[src/rtl/nor_bus_pkg.sv]
package nor_bus_pkg;

    typedef enum logic [1:0] {
        OP_READ       = 2'd0,
        OP_PROG       = 2'd1,
        OP_SECT_ERASE = 2'd2,
        OP_BANK_ERASE = 2'd3
    } nor_op_e;

    typedef enum logic [2:0] {
        ST_IDLE,
        ST_RD_ACC,
        ST_RD_FLOAT,
        ST_WR_SETUP,
        ST_WR_PULSE,
        ST_WR_HOLD,
        ST_PL_ACC,
        ST_PL_FLOAT
    } nor_state_e;

    localparam int STEP_W = 3;

endpackage

[src/rtl/nor_cycle_timer.sv]
module nor_cycle_timer #(
    parameter int TW = 4
) (
    input  logic          clk,
    input  logic          rst_n,
    input  logic          load,
    input  logic [TW-1:0] load_val,
    output logic          expired
);
    logic [TW-1:0] cnt;

    always_ff @(posedge clk or negedge rst_n) begin
        if (!rst_n)
            cnt <= '0;
        else if (load)
            cnt <= load_val;
        else if (cnt != '0)
            cnt <= cnt - 1'b1;
    end

    assign expired = (cnt == '0);
endmodule

[src/rtl/nor_cmd_seq.sv]
module nor_cmd_seq
    import nor_bus_pkg::*;
#(
    parameter int            AW        = 17,
    parameter int            DW        = 16,
    parameter logic [AW-1:0] UNLK_A1   = AW'('h555),
    parameter logic [AW-1:0] UNLK_A2   = AW'('h2AA),
    parameter logic [7:0]    UNLK_D1   = 8'hAA,
    parameter logic [7:0]    UNLK_D2   = 8'h55,
    parameter logic [7:0]    CMD_PROG  = 8'hA0,
    parameter logic [7:0]    CMD_ERASE = 8'h80,
    parameter logic [7:0]    CMD_SECT  = 8'h30,
    parameter logic [7:0]    CMD_BANK  = 8'h10
) (
    input  nor_op_e           op,
    input  logic [STEP_W-1:0] step,
    input  logic [AW-1:0]     tgt_addr,
    input  logic [DW-1:0]     tgt_data,
    output logic [AW-1:0]     cmd_addr,
    output logic [DW-1:0]     cmd_data,
    output logic              last
);
    localparam int LANES = DW / 8;

    logic [7:0] cmd_byte;
    logic       use_word;

    always_comb begin
        cmd_addr = UNLK_A1;
        cmd_byte = 8'h00;
        use_word = 1'b0;
        if (op == OP_PROG) begin
            case (step)
                3'd0:    cmd_byte = UNLK_D1;
                3'd1:    begin cmd_addr = UNLK_A2; cmd_byte = UNLK_D2; end
                3'd2:    cmd_byte = CMD_PROG;
                default: begin cmd_addr = tgt_addr; use_word = 1'b1; end
            endcase
        end else begin
            case (step)
                3'd0, 3'd3: cmd_byte = UNLK_D1;
                3'd1, 3'd4: begin cmd_addr = UNLK_A2; cmd_byte = UNLK_D2; end
                3'd2:       cmd_byte = CMD_ERASE;
                default: begin
                    if (op == OP_SECT_ERASE) begin
                        cmd_addr = tgt_addr;
                        cmd_byte = CMD_SECT;
                    end else begin
                        cmd_byte = CMD_BANK;
                    end
                end
            endcase
        end
    end

    for (genvar l = 0; l < LANES; l++) begin : g_lane
        assign cmd_data[8*l +: 8] = use_word ? tgt_data[8*l +: 8] : cmd_byte;
    end

    assign last = (op == OP_PROG) ? (step == 3'd3) : (step == 3'd5);
endmodule

[src/rtl/nor_poll_eval.sv]
module nor_poll_eval #(
    parameter int LANES = 2
) (
    input  logic [LANES-1:0] rd_flag,
    input  logic [LANES-1:0] exp_flag,
    output logic             match
);
    logic [LANES-1:0] lane_ok;

    for (genvar l = 0; l < LANES; l++) begin : g_lane
        assign lane_ok[l] = (rd_flag[l] == exp_flag[l]);
    end

    assign match = &lane_ok;
endmodule

[src/rtl/nor_bus_ctrl.sv]
module nor_bus_ctrl
    import nor_bus_pkg::*;
#(
    parameter int            AW        = 17,
    parameter int            DW        = 16,
    parameter int            NBANK     = 2,
    parameter int            T_ACC     = 5,
    parameter int            T_DF      = 2,
    parameter int            T_AS      = 1,
    parameter int            T_WP      = 3,
    parameter int            T_WPH     = 2,
    parameter int            POLL_MAX  = 256,
    parameter logic [AW-1:0] UNLK_A1   = AW'('h555),
    parameter logic [AW-1:0] UNLK_A2   = AW'('h2AA),
    parameter logic [7:0]    UNLK_D1   = 8'hAA,
    parameter logic [7:0]    UNLK_D2   = 8'h55,
    parameter logic [7:0]    CMD_PROG  = 8'hA0,
    parameter logic [7:0]    CMD_ERASE = 8'h80,
    parameter logic [7:0]    CMD_SECT  = 8'h30,
    parameter logic [7:0]    CMD_BANK  = 8'h10,
    localparam int           BW        = (NBANK > 1) ? $clog2(NBANK) : 1
) (
    input  logic             clk,
    input  logic             rst_n,
    input  logic             req_valid,
    output logic             req_ready,
    input  logic [1:0]       req_op,
    input  logic [AW+BW-1:0] req_addr,
    input  logic [DW-1:0]    req_wdata,
    output logic             rd_valid,
    output logic [DW-1:0]    rd_data,
    output logic             done,
    output logic             err,
    output logic [NBANK-1:0] fl_cs_n,
    output logic             fl_oe_n,
    output logic             fl_we_n,
    output logic [AW-1:0]    fl_addr,
    output logic [DW-1:0]    fl_dq_out,
    output logic             fl_dq_oe,
    input  logic [DW-1:0]    fl_dq_in
);
    localparam int LANES = DW / 8;
    localparam int TW    = $clog2(T_ACC + T_DF + T_AS + T_WP + T_WPH + 1);
    localparam int PW    = $clog2(POLL_MAX + 1);

    nor_state_e        state, nxt;
    nor_op_e           op_q;
    logic [AW-1:0]     addr_q;
    logic [BW-1:0]     bank_q;
    logic [DW-1:0]     wdata_q;
    logic [STEP_W-1:0] step_q;
    logic [PW-1:0]     poll_cnt;
    logic              hit_q;
    logic              cs_act;
    logic              t_load, t_exp;
    logic [TW-1:0]     t_val;
    logic [AW-1:0]     cmd_addr;
    logic              cmd_last;
    logic [LANES-1:0]  rd_flag, exp_flag;
    logic              poll_match;

    nor_cycle_timer #(.TW(TW)) u_timer (
        .clk(clk), .rst_n(rst_n), .load(t_load), .load_val(t_val), .expired(t_exp)
    );

    nor_cmd_seq #(
        .AW(AW), .DW(DW), .UNLK_A1(UNLK_A1), .UNLK_A2(UNLK_A2),
        .UNLK_D1(UNLK_D1), .UNLK_D2(UNLK_D2), .CMD_PROG(CMD_PROG),
        .CMD_ERASE(CMD_ERASE), .CMD_SECT(CMD_SECT), .CMD_BANK(CMD_BANK)
    ) u_cmd (
        .op(op_q), .step(step_q), .tgt_addr(addr_q), .tgt_data(wdata_q),
        .cmd_addr(cmd_addr), .cmd_data(fl_dq_out), .last(cmd_last)
    );

    for (genvar l = 0; l < LANES; l++) begin : g_flag
        assign rd_flag[l]  = fl_dq_in[8*l + 7];
        assign exp_flag[l] = (op_q == OP_PROG) ? wdata_q[8*l + 7] : 1'b1;
    end

    nor_poll_eval #(.LANES(LANES)) u_poll (
        .rd_flag(rd_flag), .exp_flag(exp_flag), .match(poll_match)
    );

    // state register
    always_ff @(posedge clk or negedge rst_n) begin
        if (!rst_n) state <= ST_IDLE;
        else        state <= nxt;
    end

    // next state and interval loading
    always_comb begin
        nxt    = state;
        t_load = 1'b0;
        t_val  = '0;
        unique case (state)
            ST_IDLE: if (req_valid) begin
                t_load = 1'b1;
                if (nor_op_e'(req_op) == OP_READ) begin
                    nxt = ST_RD_ACC;   t_val = TW'(T_ACC - 1);
                end else begin
                    nxt = ST_WR_SETUP; t_val = TW'(T_AS - 1);
                end
            end
            ST_RD_ACC: if (t_exp) begin
                nxt = ST_RD_FLOAT; t_load = 1'b1; t_val = TW'(T_DF - 1);
            end
            ST_RD_FLOAT: if (t_exp) nxt = ST_IDLE;
            ST_WR_SETUP: if (t_exp) begin
                nxt = ST_WR_PULSE; t_load = 1'b1; t_val = TW'(T_WP - 1);
            end
            ST_WR_PULSE: if (t_exp) begin
                nxt = ST_WR_HOLD; t_load = 1'b1; t_val = TW'(T_WPH - 1);
            end
            ST_WR_HOLD: if (t_exp) begin
                t_load = 1'b1;
                if (cmd_last) begin
                    nxt = ST_PL_ACC;   t_val = TW'(T_ACC - 1);
                end else begin
                    nxt = ST_WR_SETUP; t_val = TW'(T_AS - 1);
                end
            end
            ST_PL_ACC: if (t_exp) begin
                nxt = ST_PL_FLOAT; t_load = 1'b1; t_val = TW'(T_DF - 1);
            end
            ST_PL_FLOAT: if (t_exp) begin
                if (hit_q || poll_cnt == PW'(POLL_MAX)) begin
                    nxt = ST_IDLE;
                end else begin
                    nxt = ST_PL_ACC; t_load = 1'b1; t_val = TW'(T_ACC - 1);
                end
            end
            default: nxt = ST_IDLE;
        endcase
    end

    // strobes decoded from state
    always_comb begin
        cs_act    = 1'b0;
        fl_oe_n   = 1'b1;
        fl_we_n   = 1'b1;
        fl_dq_oe  = 1'b0;
        req_ready = 1'b0;
        unique case (state)
            ST_IDLE:                  req_ready = 1'b1;
            ST_RD_ACC, ST_PL_ACC:     begin cs_act = 1'b1; fl_oe_n = 1'b0; end
            ST_WR_SETUP, ST_WR_HOLD:  begin cs_act = 1'b1; fl_dq_oe = 1'b1; end
            ST_WR_PULSE:              begin cs_act = 1'b1; fl_dq_oe = 1'b1; fl_we_n = 1'b0; end
            ST_RD_FLOAT, ST_PL_FLOAT: ;
            default: ;
        endcase
    end

    for (genvar b = 0; b < NBANK; b++) begin : g_cs
        assign fl_cs_n[b] = !(cs_act && bank_q == BW'(b));
    end

    assign fl_addr = fl_dq_oe ? cmd_addr : addr_q;

    // request capture, step and poll bookkeeping, host strobes
    always_ff @(posedge clk or negedge rst_n) begin
        if (!rst_n) begin
            op_q <= OP_READ; addr_q <= '0; bank_q <= '0; wdata_q <= '0;
            step_q <= '0; poll_cnt <= '0; hit_q <= 1'b0;
            rd_data <= '0; rd_valid <= 1'b0; done <= 1'b0; err <= 1'b0;
        end else begin
            rd_valid <= 1'b0;
            done     <= 1'b0;
            err      <= 1'b0;
            unique case (state)
                ST_IDLE: if (req_valid) begin
                    op_q     <= nor_op_e'(req_op);
                    addr_q   <= req_addr[AW-1:0];
                    bank_q   <= req_addr[AW +: BW];
                    wdata_q  <= req_wdata;
                    step_q   <= '0;
                    poll_cnt <= '0;
                    hit_q    <= 1'b0;
                end
                ST_RD_ACC: if (t_exp) begin
                    rd_data  <= fl_dq_in;
                    rd_valid <= 1'b1;
                end
                ST_WR_HOLD: if (t_exp && !cmd_last) step_q <= step_q + 1'b1;
                ST_PL_ACC: if (t_exp) begin
                    hit_q    <= poll_match;
                    poll_cnt <= poll_cnt + 1'b1;
                end
                ST_PL_FLOAT: if (t_exp) begin
                    if (hit_q)                            done <= 1'b1;
                    else if (poll_cnt == PW'(POLL_MAX))   err  <= 1'b1;
                end
                default: ;
            endcase
        end
    end

    AST_NO_BUS_FIGHT: assert property (@(posedge clk) disable iff (!rst_n)
        !(fl_dq_oe && !fl_oe_n));
    AST_WE_FRAME: assert property (@(posedge clk) disable iff (!rst_n)
        !fl_we_n |-> (fl_oe_n && fl_dq_oe && !(&fl_cs_n)));
    AST_WE_HELD: assert property (@(posedge clk) disable iff (!rst_n)
        (!fl_we_n && $past(!fl_we_n)) |-> ($stable(fl_addr) && $stable(fl_dq_out)));
    AST_ONE_BANK: assert property (@(posedge clk) disable iff (!rst_n)
        $countones(~fl_cs_n) <= 1);
    AST_DONE_XOR_ERR: assert property (@(posedge clk) disable iff (!rst_n)
        !(done && err));
    AST_IDLE_QUIET: assert property (@(posedge clk) disable iff (!rst_n)
        req_ready |-> (&fl_cs_n && fl_oe_n && fl_we_n && !fl_dq_oe));
    AST_RDV_PULSE: assert property (@(posedge clk) disable iff (!rst_n)
        rd_valid |=> !rd_valid);
endmodule

[config.mk]
export PLATFORM = sky130hd
export DESIGN_NAME = nor_bus_ctrl
export DESIGN_NICKNAME = d
export VERILOG_FILES = /design/src/rtl/nor_bus_pkg.sv /design/src/rtl/nor_cycle_timer.sv /design/src/rtl/nor_cmd_seq.sv /design/src/rtl/nor_poll_eval.sv /design/src/rtl/nor_bus_ctrl.sv
export SDC_FILE = /design/constraint.sdc
export NUM_CORES = 1
export LEC_CHECK = 0
export ABC_CLOCK_PERIOD_IN_PS = 2300
export BUFFER_PORTS_ARGS = -buffer_cell sky130_fd_sc_hd__buf_2
export CAP_MARGIN = 20
export CORE_MARGIN = 5
export CORE_UTILIZATION = 40
export DETAILED_ROUTE_END_ITERATION = 10
export HOLD_SLACK_MARGIN = 0.1
export PLACE_DENSITY_LB_ADDON = 0.12
export RECOVER_POWER = 100
export REMOVE_ABC_BUFFERS = 1
export SLEW_MARGIN = 30
export SYNTH_ARGS = -nofsm -noshare
export SYNTH_HDL_FRONTEND = slang
export SYNTH_HIERARCHICAL = 1
export SYNTH_SLANG_ARGS = --single-unit
[constraint.sdc]
create_clock -name clk -period 2.3 [get_ports clk]
set_input_delay 0.23 -clock clk [delete_from_list [all_inputs] [get_ports clk]]
set_output_delay 0.23 -clock clk [all_outputs]
set_load 0.02 [all_outputs]
==> flow_metrics.py <==
metrics = {
    "power_and_ir_drop": {
        "report.power.total_mw": 8.05,
        "pwr-share-seq_pct": 30.2,
        "maximum_vdd_drop_uv": 656,
        "total_power_density_per_cell_area_nw_per_um2": 1370,
        "swShare_pct": 47.1,
        "power.combinational.fraction_pct": 58.2,
        "p_switching_mw": 3.79,
        "power_frac_clock_pct": 11.6,
        "p_int_mw": 4.25,
        "leakage_nw": 2.80,
    },
    "floorplanning": {
        "top_level_ports": 113,
        "fp.dieW_um": 115,
        "core_um2": 10800,
        "placementRows": 38,
        "design.die.area_um2": 13200,
        "vertical_die_dimension_um": 115,
        "floorplan.initialDensity_pct": 40.7,
    },
    "logic_synthesis": {
        "synthDistinctLibCells": 55,
        "simple_logic_cell_fraction_of_the_synthesized_area_pct": 24.4,
        "asyncSetResetFlopFracSynth_pct": 100,
        "synth.cell_area_um2": 4400,
        "post_synth_xor_area_fraction_pct": 0.598,
        "syn-mean-instance-area_um2": 8.84,
        "synth_area_in_compound_gates_pct": 14.3,
        "number_of_synthesized_flops_with_an_enable_pin": 0,
        "synth.area.mux_share_pct": 11.0,
        "synth_ff_type": "sky130_fd_sc_hd__dfrtp_1",
        "synth_top_family_by_area": "simple AND/OR/NAND/NOR gates",
        "yosysWarningCount": 6,
        "synth.ff_latch_count": 75,
        "synth-adder-area-share_pct": 1.14,
        "synth-seq-area-share_pct": 42.7,
        "synthesis.instances": 497,
    },
    "clock_network": {
        "clock-root-buffer": "sky130_fd_sc_hd__clkbuf_8",
        "h-tree-depth": 3,
        "clk-insertion-delay-late_ps": 350,
        "cts_tree": "yes",
        "total_cts_buffers": 9,
        "cts_buffer_depth": 2,
        "cts_sinks": 75,
        "cts.reportedPaths.clkPinSlew_ps": 70,
    },
    "setup_path": {
        "slowest_stage": "sky130_fd_sc_hd__dfrtp_2",
        "critPathLaunchType": "flop",
        "worstRegToRegCells": 7,
        "critical_path.endpoint_type": "output pin",
        "crit_end": "fl_addr[7]",
        "timing.critical_path.from": "op_q[1]$_DFFE_PN0P_",
        "crit-reg2reg-launch": "u_timer/cnt[0]$_DFFE_PN0P_",
        "worstPathRequired_ps": 2070,
        "regToRegEndpoint": "rd_data[4]$_DFFE_PN0P_",
        "worstPathCellList": "and2b_1, nor2_4, buf_4, o221ai_1, mux2_2, buf_2",
        "timing.critical_path.slowest_cell_delay_ps": 460,
        "setup.reg_to_reg.worst_slack_ps": 140,
        "critPathArrivalTime_ps": 1980,
        "cp_max_fo": 9,
        "worst-setup-path-type": "reg -> out",
    },
    "drt": {
        "detail-route-antenna-nets": 0,
        "drtIter0Drc": 234,
        "routed_via_density": 5.04,
        "drc_errors": 0,
        "avgRoutedWirePerCell_um": 15.0,
        "dr.pass1.iters": 4,
        "finalWirelength_mm": 12.1,
        "vias_after_detailed_routing": 4068,
    },
    "grt": {
        "grt_pass1_vias": 4108,
        "wire_length_of_the_first_global_routing_pass_mm": 20.0,
        "antenna_found_initial": 0,
        "grt.overflow.total": 0,
        "grt_usage_pct": 18.7,
        "grt_max_degree": 43,
    },
    "timing": {
        "period_minus_slack_ps": 2210,
        "final.setup.worst_slack_ps": 94.1,
        "holdWs_ps": 153,
        "setup_repair_after_global_routing_missed_its_margin": "true",
        "final.period_utilization_pct": 95.9,
        "achievable-frequency_mhz": 453,
        "worst_clock_skew_ps": 9.18,
        "final_max_slew_viol_count": 0,
        "max_slew_margin_pct": 42.4,
        "final-hold-violation-count": 0,
        "setup_viol": 0,
        "worst-slew-pin-transition_ps": 864,
    },
    "finish": {
        "num-nets-final": 720,
        "drive_gt1_share_pct": 29.3,
        "nFillCells": 1023,
        "area_growth_synth_to_finish_pct": 33.2,
        "area_of_the_multi_input_gates_um2": 2310,
        "layout.area.seq_um2": 1880,
    },
    "job": {
        "max_cap_viol_count": 0,
    },
    "placed_design": {
        "place_congestion": 0.797,
        "port-buffer-count": 112,
        "placement.setup.worst_slack_ps": 115,
        "dp_hpwl_mm": 8.10,
    },
    "min_path": {
        "hold_path_class": "in -> reg",
    },
    "outcome": {
        "outcome": "finished, final reports clean",
    },
}
[final cells by class]
type	instances	area share (%)
Sequential cell	75	32.2
Tap cell	140	2.99
Clock buffer	14	2.78
Timing Repair Buffer	190	21.6
Inverter	13	0.834
Clock inverter	2	0.171
Multi-Input combinational cell	372	39.4
Antenna cell	1	0.0428
[how the worst min path moves through the flow]
stage                             from                      end  slack (ps)  depth (start not counted)
after floorplan                  rst_n    addr_q[0]$_DFFE_PN0P_         -70                          0
after global placement           rst_n       bank_q$_DFFE_PN0P_         220                          1
after detailed placement         rst_n       bank_q$_DFFE_PN0P_         220                          1
after CTS                 fl_dq_in[15]  rd_data[15]$_DFFE_PN0P_         130                          2
after global routing      fl_dq_in[15]  rd_data[15]$_DFFE_PN0P_         160                          2
final                     fl_dq_in[15]  rd_data[15]$_DFFE_PN0P_         150                          2
[flip-flops by register name, indices dropped and copies added, names as in the netlist]
name / cells
u_timer/cnt: 4
rd_valid: 1
err: 1
op_q: 2
state: 3
poll_cnt: 9
wdata_q: 16
rd_data: 16
hit_q: 1
bank_q: 1
step_q: 3
addr_q: 17
done: 1
[repair_timing]
action / 4_1_cts / 5_1_grt
setup buffers: 1 / 6
hold endpoints to repair: 84 / 0
hold buffers: 51 / 0
setup endpoints to repair: 17 / 19
pin swaps: 0 / 3
gates resized for setup: 2 / 11
[worst max-delay path: cells and delay by family, from the launching register on]
family / cells / cell delay, ps
AO/OA/AOI/OAI: 1 / 130
buffers and inverters: 2 / 320
flip-flops: 1 / 460
AND/OR/NAND/NOR: 2 / 440
multiplexers: 1 / 280
[metal layers]
metal / global-route usage [%] / vias up / routed length [µm]
met5: 0 / - / 0
met2: 29.3 / 122 / 5550
li1: - / 2030 / -
met1: 25.2 / 1899 / 5610
met3: 4.21 / 17 / 755
met4: 7.75 / 0 / 221
[cells in the mapped netlist (all sizes together) (2+ instances only)]
library cell	count	area share (%)
nand2	146	12
dfrtp	75	43
o21ai	42	4.8
mux2	36	9.2
buf	25	3.6
a21oi	15	1.7
and2	13	1.9
inv	13	1.1
nor2	13	1.3
a22oi	12	2.0
clkbuf	12	1.0
mux2i	8	1.8
nand2b	8	1.1
nand3	8	0.91
a211oi	5	1.3
nor2b	5	0.88
nor3	5	0.83
o221ai	5	1.0
ha	4	1.1
nor3b	4	0.94
o211ai	4	0.68
a211o	3	0.60
nand4	3	0.43
nand4b	3	0.60
or3b	3	0.60
or4	3	0.51
a31oi	2	0.28
nor4bb	2	0.46
o2111ai	2	0.40
xor2	2	0.40
[metrics by stage]
step | util [%] | setup TNS, ps | std cells | area (µm²)
global placement | 47.5 | 0 | 732 | 5130
CTS | 54.0 | 0 | 800 | 5820
floorplan | - | -37060 | 460 | 4190
global route | 54.2 | -35.9 | 806 | 5850
detailed placement | 47.5 | 0 | 732 | 5130
finish | 54.2 | 0 | 807 | 5850
[power groups by stage]
stage,clock (mW),combinational (mW),sequential (mW)
floorplan,0,2.78,2.59
global placement,0,4.48,2.41
detailed placement,0,4.56,2.44
CTS,0.977,4.66,2.43
global route,1.03,5.15,2.53
finish,0.937,4.68,2.43
[cell families (layout without fill, tap and decap cells)]
kind of cell    count (synthesis)  after routing
simple gates                  223            223
compound gates                 97             97
fa+ha+maj                       4              4
mux                            44             44
other cells                     1              2
buf+inv                        50            219
flops                          75             75
xor+xnor                        3              3
[placed cells by master (no fill, tap or decap), types with 2 or more instances in the layout]
| cell | n |
|---|---|
| sky130_fd_sc_hd__mux2i_1 | 8 |
| sky130_fd_sc_hd__dfrtp_2 | 5 |
| sky130_fd_sc_hd__dfrtp_1 | 70 |
| sky130_fd_sc_hd__clkbuf_1 | 23 |
| sky130_fd_sc_hd__ha_1 | 4 |
| sky130_fd_sc_hd__buf_4 | 23 |
| sky130_fd_sc_hd__a21oi_1 | 15 |
| sky130_fd_sc_hd__and2_1 | 13 |
| sky130_fd_sc_hd__o21ai_0 | 39 |
| sky130_fd_sc_hd__dlygate4sd3_1 | 51 |
| sky130_fd_sc_hd__clkinv_2 | 2 |
| sky130_fd_sc_hd__nand3_1 | 8 |
| sky130_fd_sc_hd__nand4_1 | 3 |
| sky130_fd_sc_hd__inv_1 | 13 |
| sky130_fd_sc_hd__nand4b_1 | 3 |
| sky130_fd_sc_hd__mux2_2 | 35 |
| sky130_fd_sc_hd__a211o_1 | 3 |
| sky130_fd_sc_hd__o21ai_1 | 3 |
| sky130_fd_sc_hd__nor2b_1 | 4 |
| sky130_fd_sc_hd__a31oi_1 | 2 |
| sky130_fd_sc_hd__a22oi_1 | 12 |
| sky130_fd_sc_hd__buf_2 | 92 |
| sky130_fd_sc_hd__o221ai_1 | 5 |
| sky130_fd_sc_hd__nand2_2 | 3 |
| sky130_fd_sc_hd__nor3_1 | 4 |
| sky130_fd_sc_hd__o2111ai_1 | 2 |
| sky130_fd_sc_hd__clkbuf_8 | 11 |
| sky130_fd_sc_hd__or4_1 | 3 |
| sky130_fd_sc_hd__xor2_1 | 2 |
| sky130_fd_sc_hd__nor3b_1 | 3 |
| sky130_fd_sc_hd__nand2b_1 | 8 |
| sky130_fd_sc_hd__or3b_2 | 3 |
| sky130_fd_sc_hd__a211oi_2 | 5 |
| sky130_fd_sc_hd__nand2_1 | 143 |
| sky130_fd_sc_hd__o211ai_1 | 4 |
| sky130_fd_sc_hd__nor2_1 | 11 |
Note: power is estimated with default switching activity, not from simulation.
